<file path="src/rtl/can_txp_pkg.sv">
package can_txp_pkg;

   localparam int unsigned TXP_BYTE_W     = 8;
   localparam int unsigned TXP_WORD_BYTES = 4;
   localparam int unsigned TXP_NUM_WORDS  = 2;
   localparam int unsigned TXP_DLC_W      = 4;

   typedef enum logic {
      SEQ_IDLE = 1'b0,
      SEQ_SEND = 1'b1
   } seq_state_e;

   function automatic int unsigned txp_idx_w(input int unsigned n);
      return (n > 1) ? $clog2(n) : 1;
   endfunction

endpackage

</file>
<file path="src/rtl/txp_word_bank.sv">
module txp_word_bank #(
   parameter int BYTE_W     = 8,
   parameter int WORD_BYTES = 4,
   parameter int NUM_WORDS  = 2,
   parameter int SEL_W      = 1,
   localparam int WORD_W    = BYTE_W * WORD_BYTES,
   localparam int PAY_W     = WORD_W * NUM_WORDS
) (
   input  logic                  clk,
   input  logic                  rst_n,
   input  logic                  wr_en,
   input  logic                  wr_allow,
   input  logic [SEL_W-1:0]      wr_sel,
   input  logic [WORD_BYTES-1:0] wr_be,
   input  logic [WORD_W-1:0]     wr_data,
   output logic [PAY_W-1:0]      payload
);

   for (genvar w = 0; w < NUM_WORDS; w++) begin : g_word
      logic hit;
      assign hit = wr_en && wr_allow && (wr_sel == SEL_W'(w));

      for (genvar b = 0; b < WORD_BYTES; b++) begin : g_lane
         logic [BYTE_W-1:0] lane_q;

         always_ff @(posedge clk or negedge rst_n) begin
            if (!rst_n) begin
               lane_q <= '0;
            end else if (hit && wr_be[b]) begin
               lane_q <= wr_data[b*BYTE_W +: BYTE_W];
            end
         end

         assign payload[(w*WORD_BYTES + b)*BYTE_W +: BYTE_W] = lane_q;
      end
   end

endmodule

</file>
<file path="src/rtl/txp_len_calc.sv">
module txp_len_calc #(
   parameter int DLC_W     = 4,
   parameter int MAX_BYTES = 8,
   parameter int CNT_W     = 4
) (
   input  logic             rtr,
   input  logic [DLC_W-1:0] dlc,
   output logic [CNT_W-1:0] count
);

   localparam int DLC_MAX = (1 << DLC_W) - 1;

   logic [CNT_W-1:0] raw;

   if (DLC_MAX > MAX_BYTES) begin : g_clamp
      assign raw = (dlc > DLC_W'(MAX_BYTES)) ? CNT_W'(MAX_BYTES) : CNT_W'(dlc);
   end else begin : g_pass
      assign raw = CNT_W'(dlc);
   end

   assign count = rtr ? '0 : raw;

endmodule

</file>
<file path="src/rtl/txp_byte_seq.sv">
module txp_byte_seq
   import can_txp_pkg::*;
#(
   parameter int BYTE_W    = 8,
   parameter int MAX_BYTES = 8,
   parameter int CNT_W     = 4,
   parameter int IDX_W     = 3,
   localparam int PAY_W    = BYTE_W * MAX_BYTES
) (
   input  logic              clk,
   input  logic              rst_n,
   input  logic              tx_req,
   input  logic [CNT_W-1:0]  count_in,
   input  logic [PAY_W-1:0]  payload,
   input  logic              out_ready,
   output logic              out_valid,
   output logic [BYTE_W-1:0] out_data,
   output logic [IDX_W-1:0]  out_idx,
   output logic              frame_done,
   output logic              busy
);

   seq_state_e       state_q;
   logic [IDX_W-1:0] idx_q;
   logic [IDX_W-1:0] last_q;
   logic             done_q;
   logic             last_hit;

   logic [BYTE_W-1:0] lane [MAX_BYTES];

   for (genvar i = 0; i < MAX_BYTES; i++) begin : g_unpack
      assign lane[i] = payload[i*BYTE_W +: BYTE_W];
   end

   assign last_hit = (idx_q == last_q);

   always_ff @(posedge clk or negedge rst_n) begin
      if (!rst_n) begin
         state_q <= SEQ_IDLE;
         idx_q   <= '0;
         last_q  <= '0;
         done_q  <= 1'b0;
      end else begin
         done_q <= 1'b0;
         case (state_q)
            SEQ_IDLE: begin
               if (tx_req) begin
                  if (count_in == '0) begin
                     done_q <= 1'b1;
                  end else begin
                     state_q <= SEQ_SEND;
                     idx_q   <= '0;
                     last_q  <= IDX_W'(count_in - CNT_W'(1));
                  end
               end
            end
            SEQ_SEND: begin
               if (out_ready) begin
                  if (last_hit) begin
                     state_q <= SEQ_IDLE;
                     done_q  <= 1'b1;
                  end else begin
                     idx_q <= idx_q + IDX_W'(1);
                  end
               end
            end
            default: state_q <= SEQ_IDLE;
         endcase
      end
   end

   assign busy       = (state_q == SEQ_SEND);
   assign out_valid  = busy;
   assign out_idx    = idx_q;
   assign out_data   = lane[idx_q];
   assign frame_done = done_q;

endmodule

</file>
<file path="src/rtl/can_tx_payload_seq.sv">
module can_tx_payload_seq
   import can_txp_pkg::*;
#(
   parameter int BYTE_W     = TXP_BYTE_W,
   parameter int WORD_BYTES = TXP_WORD_BYTES,
   parameter int NUM_WORDS  = TXP_NUM_WORDS,
   parameter int DLC_W      = TXP_DLC_W,
   localparam int WORD_W    = BYTE_W * WORD_BYTES,
   localparam int MAX_BYTES = WORD_BYTES * NUM_WORDS,
   localparam int PAY_W     = WORD_W * NUM_WORDS,
   localparam int SEL_W     = txp_idx_w(NUM_WORDS),
   localparam int IDX_W     = txp_idx_w(MAX_BYTES),
   localparam int CNT_W     = $clog2(MAX_BYTES + 1)
) (
   input  logic                  clk,
   input  logic                  rst_n,
   input  logic                  wr_en,
   input  logic [SEL_W-1:0]      wr_sel,
   input  logic [WORD_BYTES-1:0] wr_be,
   input  logic [WORD_W-1:0]     wr_data,
   input  logic                  tx_req,
   input  logic                  fi_rtr,
   input  logic [DLC_W-1:0]      fi_dlc,
   output logic                  buf_free,
   output logic                  out_valid,
   input  logic                  out_ready,
   output logic [BYTE_W-1:0]     out_data,
   output logic [IDX_W-1:0]      out_idx,
   output logic                  frame_done
);

   if (BYTE_W < 1) begin : g_bad_byte
      $error("BYTE_W must be at least 1");
   end
   if (WORD_BYTES < 1 || NUM_WORDS < 1) begin : g_bad_geom
      $error("WORD_BYTES and NUM_WORDS must be at least 1");
   end
   if (DLC_W < 1 || DLC_W > 8) begin : g_bad_dlc
      $error("DLC_W must lie in 1..8");
   end

   logic [PAY_W-1:0] pay_q;
   logic [CNT_W-1:0] frame_cnt;
   logic             busy;

   txp_word_bank #(
      .BYTE_W     (BYTE_W),
      .WORD_BYTES (WORD_BYTES),
      .NUM_WORDS  (NUM_WORDS),
      .SEL_W      (SEL_W)
   ) u_bank (
      .clk      (clk),
      .rst_n    (rst_n),
      .wr_en    (wr_en),
      .wr_allow (!busy),
      .wr_sel   (wr_sel),
      .wr_be    (wr_be),
      .wr_data  (wr_data),
      .payload  (pay_q)
   );

   txp_len_calc #(
      .DLC_W     (DLC_W),
      .MAX_BYTES (MAX_BYTES),
      .CNT_W     (CNT_W)
   ) u_len (
      .rtr   (fi_rtr),
      .dlc   (fi_dlc),
      .count (frame_cnt)
   );

   txp_byte_seq #(
      .BYTE_W    (BYTE_W),
      .MAX_BYTES (MAX_BYTES),
      .CNT_W     (CNT_W),
      .IDX_W     (IDX_W)
   ) u_seq (
      .clk        (clk),
      .rst_n      (rst_n),
      .tx_req     (tx_req),
      .count_in   (frame_cnt),
      .payload    (pay_q),
      .out_ready  (out_ready),
      .out_valid  (out_valid),
      .out_data   (out_data),
      .out_idx    (out_idx),
      .frame_done (frame_done),
      .busy       (busy)
   );

   assign buf_free = !busy;

endmodule

</file>
<file path="config.mk">
export PLATFORM = sky130hd
export DESIGN_NAME = can_tx_payload_seq
export DESIGN_NICKNAME = d
export VERILOG_FILES = /design/src/rtl/can_txp_pkg.sv /design/src/rtl/txp_word_bank.sv /design/src/rtl/txp_len_calc.sv /design/src/rtl/txp_byte_seq.sv /design/src/rtl/can_tx_payload_seq.sv
export SDC_FILE = /design/constraint.sdc
export NUM_CORES = 1
export LEC_CHECK = 0
export CORE_UTILIZATION = 52
export DETAILED_ROUTE_END_ITERATION = 16
export PLACE_DENSITY_LB_ADDON = 0.08
export SYNTH_ARGS = -nofsm -noshare
export SYNTH_HDL_FRONTEND = slang
export SYNTH_SLANG_ARGS = --single-unit
</file>
<file path="constraint.sdc">
create_clock -name clk -period 1.7 [get_ports clk]
set_input_delay 0.17 -clock clk [delete_from_list [all_inputs] [get_ports clk]]
set_output_delay 0.17 -clock clk [all_outputs]
set_load 0.02 [all_outputs]
</file>
==> results of run 1 <==
## flip-flops by register name, summed over array words and instances, names as in the netlist
register,cells
u_bank.g_word.g_lane.lane_q,64
u_seq.last_q,3
u_seq.busy,1
u_seq.out_idx,3
u_seq.frame_done,1
## area by class of cell
class | count | area, um2
clock buffer | 13 | 148.9
clock inverter | 3 | 17.52
fill | 460 | 1899
inverter | 3 | 11.26
multi-input combinational | 134 | 1510
sequential | 72 | 1803
tap | 77 | 96.34
timing repair buffer | 84 | 863.3
## worst register-to-register path: stages, from the launching register on
cell and delay (ns):
dfrtp_1 0.43, nor3b_2 0.22, buf_4 0.15, and2_1 0.16, buf_4 0.18, mux2_2 0.34
## through the flow
| step | util (%) | cell area (um2) | total power, mW | worst slack, ns | hold slack (ns) |
|---|---|---|---|---|---|
| final | 70.09 | 4451 | 8.167 | -0.3673 | 0.2817 |
| after global routing | 70.09 | 4451 | 8.650 | -0.4363 | 0.2888 |
| after CTS | 69.87 | 4437 | 8.215 | -0.3945 | 0.2708 |
| after detailed placement | 66.72 | 4237 | 6.725 | -0.3810 | 0.1135 |
| after global placement | 66.72 | 4237 | 6.626 | -0.3574 | 0.1094 |
| after floorplan | - | 3418 | 5.466 | 0.01331 | -0.1256 |
## worst max-delay path by stage
stage	from	endpoint	slack, ns	depth (start not counted)
3_5_place_dp	u_seq.out_idx[0]	out_data[6]	-0.38	4
4_1_cts	u_seq.out_idx[0]	out_data[4]	-0.39	5
2_1_floorplan	u_seq.out_idx[0]	out_data[1]	0.01	4
6_report	u_seq.out_idx[0]	out_data[4]	-0.37	5
5_1_grt	u_seq.out_idx[0]	out_data[4]	-0.44	5
3_3_place_gp	u_seq.out_idx[0]	out_data[5]	-0.36	4
## cells in the final DEF (no fill, tap or decap), types with 2 or more instances in the layout
cell type and count:
clkdlybuf4s50_1 49, xnor2_1 2, nand2_2 4, buf_12 4, inv_1 3, nor2_1 3
clkbuf_8 10, mux2_2 64, buf_4 17, a21oi_1 3, ha_1 2, mux2i_1 2
and2_1 4, nand2b_1 2, buf_6 9, mux4_2 16, clkinv_2 2, dfrtp_1 71
o21ai_0 3, clkbuf_1 3, mux2_4 8, nand2_1 10
## metal layers
layer | track usage (%) | share of wire (%) | up-vias
li1 | - | - | 981
met1 | 33.06 | 46 | 1111
met2 | 37.78 | 48 | 58
met3 | 7.654 | 4.9 | 8
met4 | 7.367 | 0.95 | 0
met5 | 0 | 0 | -
## power breakdown
group          total [mW]  switching [mW]  internal, mW  leakage, nW
sequential           3.04           0.478          2.56        0.868
combinational        3.96            1.49          2.47        0.978
clock                1.16           0.598         0.566       0.0834
total                8.17            2.57          5.60         1.93
## cells by family after synthesis
family	share of synthesized area [%]
muxes	36.62
DFF	52.73
and+or+nand+nor	4.027
buffers and inverters	2.343
AOI/OAI and AO/OA	2.563
xor gates and xnor gates	0.9889
adders and majority gates	0.7322
## what timing repair did
action | in CTS | in global routing
pin swaps | 0 | 0
endpoints found under the hold margin | 13 | 0
cloned | 1 | 0
setup endpoints to repair | 10 | 11
hold buffers | 1 | 0
gates resized for setup | 59 | 4
buffers inserted | 1 | 0
==> impl_metrics.toml, run 1 <==
[worst_setup_path]
cp_num_buf_inv = 3
r2r_cells = 5
crit_chain = "buf_12 > buf_12 > mux4_2 > mux2_4 > buf_6"
rrSetupSlack_ns = 0.11
required_ns = 1.53
crit_type = "reg2out"
crit_top_cell = "buf_12"
end_kind = "primary output"
crit_path_max_incr_delay_ns = 0.50
critPathLaunchType = "register"
crit_family = "multiplexers"
regToRegEndpoint = "u_bank.g_word[0].g_lane[3].lane_q[2]"
r2r_start = "u_seq.busy"
critPathMaxFanout = 6
crit_slowest_cell = "mux4_2"
worstPathArrival_ns = 1.90

[logic_synthesis]
ys_seq_elements = 72
synth_area_leaders = "dfrtp_1, mux2_2, mux4_1, mux4_2, mux2_4"
yosys_warnings = 0
avgSynthCellArea_um2 = 15.60
synth_most_common_cell = "dfrtp_1"
syn-instance-count = 219
yosysTopAreaCell = "dfrtp_1"
synth_cell_types = 31
synth.top_cell.area_share_pct = 52.73
synth.cells.most_frequent = "dfrtp_1, mux2_2, nand2_1"
synth_area_um2 = 3417
synthArstFlopShare_pct = 100.0
synth_seq_area_share_pct = 52.73
synth-main-ff-cell = "dfrtp_1"
synth_edf_count = 0
synth_nets = 268

[global_routing]
grt_usage_pct = 24.31
grt_pass1_wl_mm = 12.45
grt_pass1_vias = 2290
grt_antenna_before_repair = 0
grt_max_degree = 35
grt_remaining_overflow = 0

[final_layout]
area_growth_syn_to_layout_pct = 30.25
fin_cells = 386
nNetsFinal = 353
antenna_cells = 0
drive_gt1_share_pct = 45.63

[sta]
fin_tns_setup_ns = -2.673
skew_ns = 0.006374
timing.fmax_mhz = 483.7
slew-limit-headroom_pct = 73.55
final_max_slew_viol_count = 0
rsz0062_at_grt = "true"
tightest_slew_ns = 0.3967
fin_crit_sh_pct = 121.6
finalSetupViolations = 9
layout_min_cycle_time_ns = 2.067
timing.final.ws_setup_ns = -0.3673
timing.final.hold_violations = 0

[placed_design]
port_buffers = 60
place_hpwl_mm = 5.205
gp_congestion = 0.7747
dp.cells = 367

[drt]
ant_nets = 0
drc_errors = 0
num_vias = 2158
wl_per_cell_um = 19.27
drtIter0Drc = 73
drt-vias-per-instance = 5.591
totalWireLength_mm = 7.440
drtPass1Iterations = 4

[clocking]
clockRootBuffer = "clkbuf_8"
clk_pin_slew_ns = 0.07
cts_made_buffers = 9
cts_tree = "built"
ctsLongestPathBuffers = 2
worstSkewPairLatency_ns = 0.35
cts.sinks = 72
htreeDepth = 3

[die]
io_pins = 61
core_um2 = 6350
fp.dieH_um = 83.06
start_util_pct = 53.81
row_count = 29
die_w_um = 83.06
dieArea_um2 = 6899

[job]
cap_violations = 0

[min_path]
hp-class = "in2async"

[outcome]
status = "finished with violations"
violations = "setup timing"

[power_and_ir_drop]
p_per_area_nw_per_um2 = 1835
p_leak_nw = 1.930
ir_worst_vdd_v = 0.001144
Power figures use the tool's default switching activity.
==> run 2: changes to the inputs <==
--- a/config.mk
+++ b/config.mk
@@ -8,6 +8,7 @@
 export CORE_UTILIZATION = 52
 export DETAILED_ROUTE_END_ITERATION = 16
 export PLACE_DENSITY_LB_ADDON = 0.08
+export RECOVER_POWER = 50
 export SYNTH_ARGS = -nofsm -noshare
 export SYNTH_HDL_FRONTEND = slang
 export SYNTH_SLANG_ARGS = --single-unit
==> impl_metrics.toml, run 2 (synthesis gave the netlist of run 1 again) <==
[die]
start_util_pct = 53.81
io_pins = 61
fp.dieH_um = 83.06
core_um2 = 6350
row_count = 29
die_w_um = 83.06
dieArea_um2 = 6899

[min_path]
hp-class = "in2reg"
worstHoldStart = "fi_dlc[0]"
whs_path_depth = 2

[global_routing]
grt_pass1_vias = 2290
grt_max_degree = 35
grt_remaining_overflow = 0
grt_antenna_before_repair = 0
grt_pass1_wl_mm = 12.45
grt_usage_pct = 24.31

[drt]
m1WireLength_mm = 3.429
totalWireLength_mm = 7.469
drt-vias-per-instance = 5.596
met2RoutedLength_mm = 3.565
wl_met3_um = 371
ant_nets = 0
wl_per_cell_um = 19.35
drc_errors = 0
drtIter0Drc = 75
num_vias = 2160
maxUsedRoutingLayer = "met4"
drtPass1Iterations = 4

[placed_design]
gp_congestion = 0.7747
port_buffers = 60
placed_area_um2 = 4237
place_hpwl_mm = 5.205

[worst_setup_path]
critPathMaxFanout = 6
worstPathArrival_ns = 1.90
r2r_cells = 5
end_kind = "primary output"
startpoint = "u_seq.out_idx[0]"
critPathLaunchType = "register"
required_ns = 1.53
r2r_start = "u_seq.busy"
crit_type = "reg2out"

[sta]
tightest_slew_ns = 0.8643
timing.fmax_mhz = 483.5
fin_crit_sh_pct = 121.7
skew_ns = 0.004122
fin_tns_setup_ns = -2.687
timing.final.ws_setup_ns = -0.3684
finalSetupViolations = 9
timing.final.hold_violations = 0
layout_min_cycle_time_ns = 2.068
slew-limit-headroom_pct = 42.38
rsz0062_at_grt = "true"
final_max_slew_viol_count = 0

[outcome]
violations = "setup timing"
status = "finished with violations"

[clocking]
clk_pin_slew_ns = 0.07
ctsLongestPathBuffers = 2
cts_tree = "built"
clockRootBuffer = "clkbuf_8"
htreeDepth = 3
cts.sinks = 72
worstSkewPairLatency_ns = 0.35
cts_made_buffers = 9

[final_layout]
fillers = 463
final_cell_mix = "dfrtp_1, mux2_2, clkdlybuf4s50_1"
multi_input_area_um2 = 1510
area_growth_syn_to_layout_pct = 29.59
seqCellArea_um2 = 1803
largest_register = "u_bank.g_word.g_lane.lane_q"
antenna_cells = 0
largest_register_ffs = 64
drive_gt1_share_pct = 45.31
nNetsFinal = 353
final_cell_area_um2 = 4428
layout_commonest_cell = "dfrtp_1"

[power_and_ir_drop]
ir_worst_vdd_v = 0.001144
p_leak_nw = 1.908
p_per_area_nw_per_um2 = 1843

[job]
cap_violations = 0
[run 2: cell count changes in the layout (fill, tap and decap cells not counted), sizes merged]
cell and delta:
buf -3, clkbuf +4, clkdlybuf4s50 -1, dlygate4sd3 +1, dlymetal6s2s -1
[run 2: area by class of cell]
| type | instances | share of cell area, % |
|---|---|---|
| repair buffers | 84 | 18.99 |
| clock buffers | 13 | 3.363 |
| well taps | 77 | 2.176 |
| clock inverters | 3 | 0.3956 |
| multi-input cells | 134 | 34.11 |
| flip-flops and latches | 72 | 40.72 |
| inverters | 3 | 0.2543 |
[run 2: metrics by stage]
step | power, mW | setup WS [ns] | hold slack (ns) | instances | utilization [%]
finish | 8.162 | -0.3684 | 0.4370 | 386 | 69.73
CTS | 8.215 | -0.3945 | 0.2708 | 386 | 69.87
global placement | 6.626 | -0.3574 | 0.1094 | 367 | 66.72
global route | 8.633 | -0.4363 | 0.4289 | 386 | 69.73
detailed placement | 6.725 | -0.3810 | 0.1135 | 367 | 66.72
floorplan | 5.466 | 0.01331 | -0.1256 | 219 | -
[run 2: timing repair]
action | CTS | global route
gates cloned | 1 | 0
buffers inserted | 1 | 0
hold buffers | 1 | 0
resized for setup | 59 | 4
setup endpoints to repair | 10 | 11
endpoints found under the hold margin | 13 | 0
[run 2: worst paths after layout]
check                                                        to  slack, ns
hold / removal                                  u_seq.last_q[0]       0.44
min in group asynchronous  u_bank.g_word[1].g_lane[2].lane_q[0]       0.45
max in group asynchronous  u_bank.g_word[0].g_lane[3].lane_q[3]       0.20
hold reg to reg            u_bank.g_word[1].g_lane[3].lane_q[0]       0.50
setup reg to reg           u_bank.g_word[0].g_lane[3].lane_q[2]       0.11
setup / recovery                                    out_data[4]      -0.37
[run 2: per-layer routing]
metal | GRT usage (%) | vias up
met1 | 33.06 | 1109
li1 | - | 975
met3 | 7.654 | 12
met5 | 0 | -
met2 | 37.78 | 64
met4 | 7.367 | 0
[run 2: power breakdown]
group / switching (mW) / internal [mW]
Combinational: 1.49 / 2.45
Clock: 0.605 / 0.566
Sequential: 0.481 / 2.56
[run 2: worst max-delay path, cell delays in order (launching register included)]
cell	delay, ns
dfrtp_2	0.39
buf_12	0.12
buf_12	0.13
mux4_2	0.50
mux2_4	0.28
buf_6	0.13
